### src/rtl/i2cs_pkg.sv
package i2cs_pkg;
    localparam int unsigned CW_W     = 16;
    localparam int unsigned ADDR_W   = 10;
    localparam int unsigned BYTE_W   = 8;
    localparam int unsigned B_EN     = 15;
    localparam int unsigned B_ZERO   = 14;
    localparam int unsigned B_REL    = 12;
    localparam int unsigned B_ALL    = 11;
    localparam int unsigned B_TEN    = 10;
    localparam int unsigned B_GC     = 7;
    localparam int unsigned B_STR    = 6;
    localparam logic [CW_W-1:0] CW_RST = CW_W'(1) << B_REL;
    localparam logic [4:0] TEN_PREFIX = 5'b11110;

    typedef enum logic [2:0] {
        PH_IDLE, PH_ADR1, PH_ADR2, PH_LIVE, PH_SKIP
    } phase_e;

    typedef struct packed {
        logic en;
        logic rel;
        logic ack_all;
        logic ten_bit;
        logic gc_en;
        logic str_en;
    } cfg_t;
endpackage

### src/rtl/i2cs_creg.sv
module i2cs_creg
    import i2cs_pkg::*;
(
    input  logic            clk,
    input  logic            rst_n,
    input  logic            we,
    input  logic [CW_W-1:0] wdata,
    input  logic            hw_clr_tx,
    input  logic            hw_clr_rx,
    output cfg_t            cfg,
    output logic [CW_W-1:0] rdata
);
    typedef struct packed {
        logic [CW_W-1:0] word;
    } creg_t;

    creg_t r_d, r_q;
    logic  rel_hw;

    always_comb begin
        r_d    = r_q;
        rel_hw = r_q.word[B_REL];
        // hardware clears: every transmit start, receive end only if stretching allowed
        if (hw_clr_tx || (hw_clr_rx && r_q.word[B_STR]))
            rel_hw = 1'b0;
        r_d.word[B_REL] = rel_hw;
        if (we) begin
            r_d.word         = wdata;
            r_d.word[B_ZERO] = 1'b0;
            if (!r_q.word[B_STR])
                r_d.word[B_REL] = rel_hw | wdata[B_REL];
        end
    end

    always_ff @(posedge clk) begin
        if (!rst_n) r_q.word <= CW_RST;
        else        r_q      <= r_d;
    end

    assign rdata       = r_q.word;
    assign cfg.en      = r_q.word[B_EN];
    assign cfg.rel     = r_q.word[B_REL];
    assign cfg.ack_all = r_q.word[B_ALL];
    assign cfg.ten_bit = r_q.word[B_TEN];
    assign cfg.gc_en   = r_q.word[B_GC];
    assign cfg.str_en  = r_q.word[B_STR];
endmodule

### src/rtl/i2cs_adec.sv
module i2cs_adec
    import i2cs_pkg::*;
(
    input  logic [BYTE_W-1:0] rx_byte,
    input  logic [ADDR_W-1:0] own_addr,
    output logic              hit7,
    output logic              hit10_hi,
    output logic              hit10_lo,
    output logic              gc_hit
);
    localparam int unsigned HI_W = ADDR_W - BYTE_W;

    always_comb begin
        hit7     = (rx_byte[BYTE_W-1:1] == own_addr[BYTE_W-2:0]);
        hit10_hi = (rx_byte[BYTE_W-1:HI_W+1] == TEN_PREFIX) &&
                   (rx_byte[HI_W:1] == own_addr[ADDR_W-1:BYTE_W]);
        hit10_lo = (rx_byte == own_addr[BYTE_W-1:0]);
        gc_hit   = (rx_byte == '0);
    end
endmodule

### src/rtl/i2c_slv_addr_ctl.sv
module i2c_slv_addr_ctl
    import i2cs_pkg::*;
(
    input  logic              clk,
    input  logic              rst_n,
    input  logic              cfg_we,
    input  logic [CW_W-1:0]   cfg_wdata,
    output logic [CW_W-1:0]   cfg_rdata,
    input  logic [ADDR_W-1:0] own_addr,
    input  logic              start_det,
    input  logic              stop_det,
    input  logic              byte_done,
    input  logic [BYTE_W-1:0] rx_byte,
    input  logic              tx_start,
    output logic              addr_match,
    output logic              gc_irq,
    output logic              ack_out,
    output logic              scl_hold
);
    typedef struct packed {
        phase_e phase;
        logic   rw;
        logic   match;
        logic   gc;
        logic   ack;
    } st_t;

    st_t  s_d, s_q;
    cfg_t cfg;
    logic hit7, hit10_hi, hit10_lo, gc_hit;
    logic live, quiet_edge, clr_tx, clr_rx;
    logic take7, gc_take;

    i2cs_adec u_adec (
        .rx_byte  (rx_byte),
        .own_addr (own_addr),
        .hit7     (hit7),
        .hit10_hi (hit10_hi),
        .hit10_lo (hit10_lo),
        .gc_hit   (gc_hit)
    );

    assign live       = cfg.en && (s_q.phase == PH_LIVE);
    assign quiet_edge = !start_det && !stop_det;
    assign clr_tx     = live && quiet_edge && tx_start;
    assign clr_rx     = live && quiet_edge && byte_done && !s_q.rw;

    i2cs_creg u_creg (
        .clk       (clk),
        .rst_n     (rst_n),
        .we        (cfg_we),
        .wdata     (cfg_wdata),
        .hw_clr_tx (clr_tx),
        .hw_clr_rx (clr_rx),
        .cfg       (cfg),
        .rdata     (cfg_rdata)
    );

    assign take7   = cfg.ack_all || (!cfg.ten_bit && hit7);
    assign gc_take = cfg.gc_en && gc_hit;

    always_comb begin
        s_d       = s_q;
        s_d.match = 1'b0;
        s_d.gc    = 1'b0;
        s_d.ack   = 1'b0;
        if (!cfg.en || stop_det) begin
            s_d.phase = PH_IDLE;
        end else if (start_det) begin
            s_d.phase = PH_ADR1;
        end else if (byte_done) begin
            unique case (s_q.phase)
                PH_ADR1: begin
                    s_d.rw = rx_byte[0];
                    if (take7 || gc_take) begin
                        s_d.phase = PH_LIVE;
                        s_d.match = take7;
                        s_d.gc    = gc_take;
                        s_d.ack   = 1'b1;
                    end else if (cfg.ten_bit && hit10_hi) begin
                        s_d.phase = PH_ADR2;
                        s_d.ack   = 1'b1;
                    end else begin
                        s_d.phase = PH_SKIP;
                    end
                end
                PH_ADR2: begin
                    if (hit10_lo) begin
                        s_d.phase = PH_LIVE;
                        s_d.match = 1'b1;
                        s_d.ack   = 1'b1;
                    end else begin
                        s_d.phase = PH_SKIP;
                    end
                end
                default: ;
            endcase
        end
    end

    always_ff @(posedge clk) begin
        if (!rst_n) begin
            s_q.phase <= PH_IDLE;
            s_q.rw    <= 1'b0;
            s_q.match <= 1'b0;
            s_q.gc    <= 1'b0;
            s_q.ack   <= 1'b0;
        end else begin
            s_q <= s_d;
        end
    end

    assign addr_match = cfg.en && s_q.match;
    assign gc_irq     = cfg.en && s_q.gc;
    assign ack_out    = cfg.en && s_q.ack;
    assign scl_hold   = live && !cfg.rel;
endmodule

### config.mk
export PLATFORM = sky130hd
export DESIGN_NAME = i2c_slv_addr_ctl
export DESIGN_NICKNAME = d
export VERILOG_FILES = /design/src/rtl/i2cs_pkg.sv /design/src/rtl/i2cs_creg.sv /design/src/rtl/i2cs_adec.sv /design/src/rtl/i2c_slv_addr_ctl.sv
export SDC_FILE = /design/constraint.sdc
export NUM_CORES = 1
export LEC_CHECK = 0
export BUFFER_PORTS_ARGS = -buffer_cell sky130_fd_sc_hd__buf_4
export CORE_MARGIN = 4
export CORE_UTILIZATION = 45
export DETAILED_ROUTE_END_ITERATION = 6
export HOLD_SLACK_MARGIN = 0.02
export PLACE_DENSITY = 0.79
export SLEW_MARGIN = 0
export SYNTH_ARGS = -nofsm -noshare
export SYNTH_HDL_FRONTEND = slang
export SYNTH_SLANG_ARGS = --single-unit
### constraint.sdc
create_clock -name clk -period 2.45 [get_ports clk]
set_clock_uncertainty 0.05 [all_clocks]
set_input_delay 0 -clock clk [delete_from_list [all_inputs] [get_ports clk]]
set_output_delay 0 -clock clk [all_outputs]
set_load 0.03 [all_outputs]
# == Word level (Yosys, flattened, before mapping) ==
# Index checks and enable logic that the tools add are counted.
# word_totals
ff_bits,22
out_inout_bits,20
# op_classes
eq_ne,7
n_mux,17
n_bitwise,7
n_reduce_logical,36
# ops
cell,count
$logic_and A1 B1 Y1,15
$mux W13,1
$mux W3,3
$eq A8 B8 Y1,1
$logic_not A8 Y1,1
$mux W1,8
$eq A7 B7 Y1,1
$eq A3 B2 Y1 const B,2
$logic_not A1 Y1,6
$not A1 Y1,6
$pmux W3 S2,1
$reduce_or A6 Y1,1
$eq A5 B5 Y1 const B,1
$mux W5,1
$logic_or A1 B1 Y1,4
$pmux W1 S2,2
$reduce_and A2 Y1,2
$reduce_and A4 Y1,1
$reduce_bool A2 Y1,2
$reduce_or A4 Y1,1
$eq A3 B1 Y1 const B,1
$reduce_bool A3 Y1,1
$reduce_or A3 Y1,1
$eq A2 B2 Y1,1
3 further kinds,3

# == Depth between registers and ports, before layout ==
# Gate-level depths: netlist of the first run.
# logic_depth
depth_word,11
ltp_mapped,5

# == Modules after synthesis ==
# Synthesis of the first run repeated with hierarchy kept, for this count alone.
# hier_totals
hier_cells,133
hier_area_um2,1286.2
# modules_own_cells
mod,n_inst,cells_per_inst,area_per_inst_um2
i2cs_creg,1,58,650.6
i2c_slv_addr_ctl,1,48,426.7
i2cs_adec,1,27,209.0

# == Worst setup path before layout of the first run ==
# Ideal clock, no wire load.
# synth_path
kind,register to register
start,"reg u_creg.r_q, in the netlist u_creg.rdata[10]"
end,reg s_q[5] (netlist bit)
t_arrival_ns,1.402
required_time_ns,2.321
path_slack_ns,0.919
path_stages_with_launch,5
period_less_slack_ns,1.531
cell_sequence,dfxtp_1 > or4_4 > o21ai_4 > nand2_2 > a211oi_2
# synth_via
elab_chain_len,6
elab_cells_between_ends,8
# synth_rtl
element,line_no,source
from (decl),i2cs_creg.sv:17,"creg_t r_d, r_q;"
from (signal assigned),i2cs_creg.sv:37,else r_q <= r_d;
$logic_not A1 Y1,i2c_slv_addr_ctl.sv:59,assign take7 = cfg.ack_all || (!cfg.ten_bit && hit7);
$logic_and A1 B1 Y1,i2c_slv_addr_ctl.sv:59,
$logic_or A1 B1 Y1,i2c_slv_addr_ctl.sv:59,
$logic_or A1 B1 Y1,i2c_slv_addr_ctl.sv:75,if (take7 || gc_take) begin
$mux W3 *,i2c_slv_addr_ctl.sv:75,
$pmux W3 S2 *,i2c_slv_addr_ctl.sv:72,unique case (s_q.phase)
to (decl),i2c_slv_addr_ctl.sv:28,"st_t s_d, s_q;"
# Mark *: on every way between the ends. The rest lies on a longest branch, timed or not.
# A chain may end at the register's enable or synchronous reset.

# == Worst setup path after layout of the first run ==
# layout_path
start,reg s_q[4] (netlist bit)
end,reg s_q[3] (netlist bit)
# layout_via
elab_chain_len,2
# layout_rtl
element,line_no
$eq A3 B1 Y1,i2c_slv_addr_ctl.sv:72
$reduce_and A4 Y1 (no source line),--
# Every way passes these cells.

==> flow_summary.ini, run 1 <==
[place]
dp.cells = 212
routability_congestion_estimate_from_global_placement = 0.767
place_hpwl_microns = 2350
io_buffer_count = 58

[logic_synthesis]
mappedNetlistArea_sq_um = 1190
synthCells = 128
yosysWarningCount = 0
synth.net_count = 169
ys_seq_elements = 22
synth_sequential_area_ratio_pct = 37.0
syn-mean-instance-area_sq_um = 9.30
synth_cell_types = 35

[global_routing]
antenna_violations_before_repair = 0
global_route_wire_length_before_repair_microns = 6510
gr-total-overflow = 0
grt_max_degree = 19
first_global_vias = 1423
overall_fraction_of_global_route_tracks_in_use_pct = 24.4

[clock_network]
cts_sinks = 22
cts_tree = built
root_buffer = clkbuf_4
clkTransAtPathRegs_ps = 130
clock_path_buffers = 2
insertion_delay_ps = 320
h-tree-depth = 1
cts_post_setup_buffers_inserted = 0
cts_buffer_count = 3

[layout]
fillerInstances = 137
nets = 266
synthToLayoutAreaGrowth_pct = 74.2
final_layout_size_suffix_gt1_share_pct = 31.3
most-common-layout-cells = buf_4 (58), dlygate4sd3_1 (38), dfxtp_1 (21)
most_common_cell_after_layout_fill_and_taps_aside = buf_4
antenna_cells = 0
final_core_utilization_pct = 82.9
layout.cells.non_filler = 254

[sta]
layout_worst_path_cycle_share_pct = 94.7
setup-violations-final = 0
drv_slew = 0
time_the_final_worst_path_needs_with_i_o_delays_and_setup_ps = 2320
finalSetupTns_ps = 0
max_clock_freq_mhz = 431
finalHoldViolations = 0
grt_setup_unrepaired = false

[worst_hold_path]
hold_start = start_det
hold_path_class = in -> reg

[critical_path]
crit_cells = 6
crit_type = reg -> reg
path_cells = nor2b_4 > and3b_1 > nand3_1 > dlygate4sd3_1 > a21boi_0 > dlygate4sd3_1
r2r_cells = 6
critical_path_arrival_ps = 2540
reg2reg_setup_slack_ps = 130
crit_top_cell = dlygate4sd3_1
startpoint = s_q[4]$_SDFFE_PP0P_
cp-endpoint = s_q[3]$_SDFFE_PN0P_
critical_path.max_stage_delay_ps = 560
timing.critical_path.buf_inv = 2
critical_path.reg2reg.startpoint = s_q[4]$_SDFFE_PP0P_
setup.worst_path.start_class = flip-flop
worst-endpoint-required_ps = 2670
critical-path-slowest-cell = dlygate4sd3_1
r2r-end = s_q[3]$_SDFFE_PN0P_
setup.worst_path.end_class = flip-flop
critical-path-top-delay-family = buffers and inverters
path_max_fanout = 5

[floorplan]
floorplan.rows = 18
coreArea_sq_um = 2500
fp.dieH_microns = 59.4
initial_core_util_pct = 47.6
ios = 61
die_area_sq_um = 3530
die_w_microns = 59.4

[run_status]
run_status = completed

[routing]
detail_route.first_pass.iterations = 4
routed_wirelength_microns = 4060
detail_route.iter0.violations = 28
post_drt_via_cell_ratio = 5.27
number_of_routed_nets_with_antenna_violations = 0
detailroute.via_count = 1339
drc = 0
route.detailed.wl_per_inst_microns = 16.0

[pwr]
power.density_nw_per_um2 = 400
p_leak_nw = 0.945
peakVddDrop_uv = 391

[run]
drv.max_cap_violation_count = 0
## worst min-delay path by stage
| stage | depth (start not counted) | end | slack, ps |
|---|---|---|---|
| after floorplan | 2 | u_creg.rdata[12]$_SDFF_PN1_ | 80 |
| after global placement | 3 | u_creg.rdata[12]$_SDFF_PN1_ | 170 |
| after detailed placement | 3 | u_creg.rdata[12]$_SDFF_PN1_ | 180 |
| after CTS | 3 | s_q[2]$_SDFF_PP0_ | 80 |
| after global routing | 4 | s_q[2]$_SDFF_PP0_ | 80 |
| final | 4 | s_q[2]$_SDFF_PP0_ | 60 |
## power by group
group | switching, W | internal [W] | leakage (nW)
registers | 0.0000128 | 0.000372 | 0.181
clock network | 0.000113 | 0.0000908 | 0.0210
logic | 0.000109 | 0.000132 | 0.744
total | 0.000234 | 0.000595 | 0.945
## area by class of cell
class / count / area (sq um) / share of cell area (%)
clock buffer: 4 / 36.3 / 1.75
inverter: 1 / 3.75 / 0.181
timing repair buffer: 96 / 816 / 39.3
tap: 30 / 37.5 / 1.81
multi-input combinational: 101 / 738 / 35.6
sequential: 22 / 442 / 21.3
## sequential cells by signal, summed over array words and instances (netlist names)
signal	cells
u_creg.rdata	15
s_q	7
## Yosys cell counts
cell type / n / area share [%]
buf_4: 1 / 0.63
nand2_1: 9 / 2.8
nand4_1: 1 / 0.53
nand3_1: 5 / 2.1
a31oi_1: 2 / 1.1
and3b_1: 1 / 0.74
nor2b_1: 15 / 7.9
xor2_1: 13 / 9.6
nor4_1: 4 / 2.1
nor3b_1: 2 / 1.3
clkbuf_1: 2 / 0.63
dfxtp_1: 22 / 37
mux2i_1: 14 / 12
xnor2_1: 4 / 2.9
nand4b_1: 1 / 0.74
nand2_2: 1 / 0.53
a21o_1: 1 / 0.63
conb_1: 1 / 0.32
or2b_1: 1 / 0.63
and4b_1: 1 / 0.84
inv_1: 1 / 0.32
a211oi_2: 2 / 2.1
nor3_1: 2 / 0.84
nand3b_1: 2 / 1.3
nor2_1: 5 / 1.6
o21ai_4: 1 / 1.4
a21oi_1: 3 / 1.3
and2_1: 3 / 1.6
o2111ai_1: 1 / 0.74
buf_2: 1 / 0.42
or4_4: 1 / 0.95
a21boi_0: 1 / 0.63
o21ai_0: 2 / 0.84
nor4b_1: 1 / 0.74
o21a_1: 1 / 0.63
## worst reg2reg max path: cells and delay by family (launching register included)
family,cells,cell delay [ps]
buf+inv,2,1120
compound gates,1,160
flops,1,390
simple gates,3,570
## layer usage
layer  GRT usage [%]  vias up  wire, microns
met5               0        -              0
met4            6.47        0             67
met3            5.23        9            223
met2            45.2       50           2140
met1            27.6      641           1630
li1                -      639              -
## kinds of logic after synthesis
| logic type | share of synthesized area (%) |
|---|---|
| and+or+nand+nor | 27.1 |
| DFF | 37.0 |
| xor gates and xnor gates | 12.5 |
| AOI/OAI and AO/OA | 9.25 |
| muxes | 11.8 |
| buffers and inverters | 2.00 |
| other | 0.315 |
## what timing repair did
item                       4_1_cts  5_1_grt
hold buffers                    38        0
resized for setup                0        4
hold endpoints to repair        19        0
setup endpoints to repair        0        1
## through the flow
step | hold slack [ps] | instance area [sq um] | setup slack [ps] | power (W)
detailed placement | 177 | 1640 | 939 | 0.000579
global route | 77.4 | 2070 | 48.6 | 0.000862
CTS | 78.3 | 2060 | 35.1 | 0.000813
global placement | 166 | 1640 | 959 | 0.000574
floorplan | 78.1 | 1190 | 919 | 0.000486
finish | 63.7 | 2070 | 130 | 0.000829
Note: power is estimated with default switching activity, not from simulation.
==> run 2, diff against run 1 <==
Settings changed: MAX_ROUTING_LAYER set to met4.
==> flow_summary.ini, run 2 (synthesis gave the netlist of run 1 again) <==
[place]
place_hpwl_microns = 2350
routability_congestion_estimate_from_global_placement = 0.778
post_placement_cell_area_sq_um = 1640
io_buffer_count = 58

[clock_network]
clock_path_buffers = 2
cts_buffer_count = 3
h-tree-depth = 1
root_buffer = clkbuf_4
cts_sinks = 22
cts_tree = built
insertion_delay_ps = 320
clkTransAtPathRegs_ps = 130
cts_post_setup_buffers_inserted = 0

[worst_hold_path]
hold_path_class = in -> reg
hold_start = start_det

[sta]
time_the_final_worst_path_needs_with_i_o_delays_and_setup_ps = 2320
grt_setup_unrepaired = false
setup-violations-final = 0
layout_worst_path_cycle_share_pct = 94.6
finalSetupTns_ps = 0
drv_slew = 0
finalHoldViolations = 0
max_clock_freq_mhz = 431

[global_routing]
gr-total-overflow = 0
overall_fraction_of_global_route_tracks_in_use_pct = 25.1
first_global_vias = 1421
antenna_violations_before_repair = 0
global_route_wire_length_before_repair_microns = 6520
grt_max_degree = 19

[critical_path]
worst-endpoint-required_ps = 2670
timing.critical_path.buf_inv = 2
crit_top_cell = dlygate4sd3_1
setup.worst_path.end_class = flip-flop
setup.worst_path.start_class = flip-flop
crit_type = reg -> reg
critical_path_arrival_ps = 2540
path_cells = nor2b_4 > and3b_1 > nand3_1 > dlygate4sd3_1 > a21boi_0 > dlygate4sd3_1
critical_path.max_stage_delay_ps = 560
startpoint = s_q[4]$_SDFFE_PP0P_
path_max_fanout = 5
critical_path.reg2reg.startpoint = s_q[4]$_SDFFE_PP0P_
critical-path-slowest-cell = dlygate4sd3_1
critical-path-top-delay-family = buffers and inverters

[layout]
most-common-layout-cells = buf_4 (58), dlygate4sd3_1 (38), dfxtp_1 (21)
synthToLayoutAreaGrowth_pct = 74.2
antenna_cells = 0
final_layout_size_suffix_gt1_share_pct = 31.3
post-route-cell-area_sq_um = 2070
fillerInstances = 137
most_common_cell_after_layout_fill_and_taps_aside = buf_4
register_area_sq_um = 442
largest_register_ffs = 15
multiInputGateArea_sq_um = 738
nets = 266

[routing]
detailroute.via_count = 1344
drc = 0
detailroute.wirelength.met3_microns = 249
number_of_routed_nets_with_antenna_violations = 0
dr.max_layer_used = met4
route.detailed.wl_per_inst_microns = 16.0
detail_route.iter0.violations = 24
routedLengthMet1_microns = 1590
post_drt_via_cell_ratio = 5.29
dr_wl_met2_microns = 2140
detail_route.first_pass.iterations = 4
routed_wirelength_microns = 4050

[floorplan]
die_area_sq_um = 3530
die_w_microns = 59.4
floorplan.rows = 18
coreArea_sq_um = 2500
initial_core_util_pct = 47.6
fp.dieH_microns = 59.4
ios = 61

[run_status]
run_status = completed

[run]
drv.max_cap_violation_count = 0

[pwr]
peakVddDrop_uv = 391
power.density_nw_per_um2 = 400
p_leak_nw = 0.945
-- run 2: cell counts in the layout (fill, tap and decap cells not counted) --
No cell type changed its count.
-- run 2: report_power, final --
group          internal, W  switching (W)
Sequential        0.000372      0.0000128
Clock            0.0000908       0.000113
Combinational     0.000132       0.000109
-- run 2: path summary, 6_finish.rpt --
kind | to | cells past startpoint | slack [ps]
max reg2reg | s_q[3]$_SDFFE_PN0P_ | 6 | 130
min | s_q[2]$_SDFF_PP0_ | 4 | 60
max | s_q[3]$_SDFFE_PN0P_ | 6 | 130
min reg2reg | s_q[6]$_SDFFE_PP0P_ | 1 | 520
-- run 2: layout make-up --
type / count / area share (%)
Tap cell: 30 / 1.81
Sequential cell: 22 / 21.3
Multi-Input combinational cell: 101 / 35.6
Timing Repair Buffer: 96 / 39.3
Clock buffer: 4 / 1.75
Inverter: 1 / 0.181
-- run 2: per-stage QoR --
stage | std cells | total power (W) | utilization (%) | setup slack, ps | hold WS, ps
floorplan | 128 | 0.000486 | - | 919 | 78.1
global placement | 212 | 0.000574 | 65.7 | 959 | 166
detailed placement | 212 | 0.000579 | 65.7 | 939 | 177
CTS | 254 | 0.000813 | 82.4 | 35.1 | 78.3
global route | 254 | 0.000862 | 82.9 | 48.6 | 77.4
finish | 254 | 0.000830 | 82.9 | 131 | 64.2
-- run 2: tightest hold or removal path: cells and delay by family --
family / cells / cell delay [ps]
compound gates: 1 / 60
buf+inv: 1 / 100
simple gates: 2 / 240
-- run 2: timing repair --
action / 4_1_cts / 5_1_grt
gates resized for setup: 0 / 4
hold endpoints to repair: 19 / 0
endpoints found under the setup margin: 0 / 1
hold buffers: 38 / 0
-- run 2: routing by layer --
metal | up-vias | GRT usage (%)
li1 | 639 | -
met1 | 637 | 27.8
met2 | 59 | 45.2
met3 | 9 | 5.23
met4 | 0 | 6.47
met5 | - | -
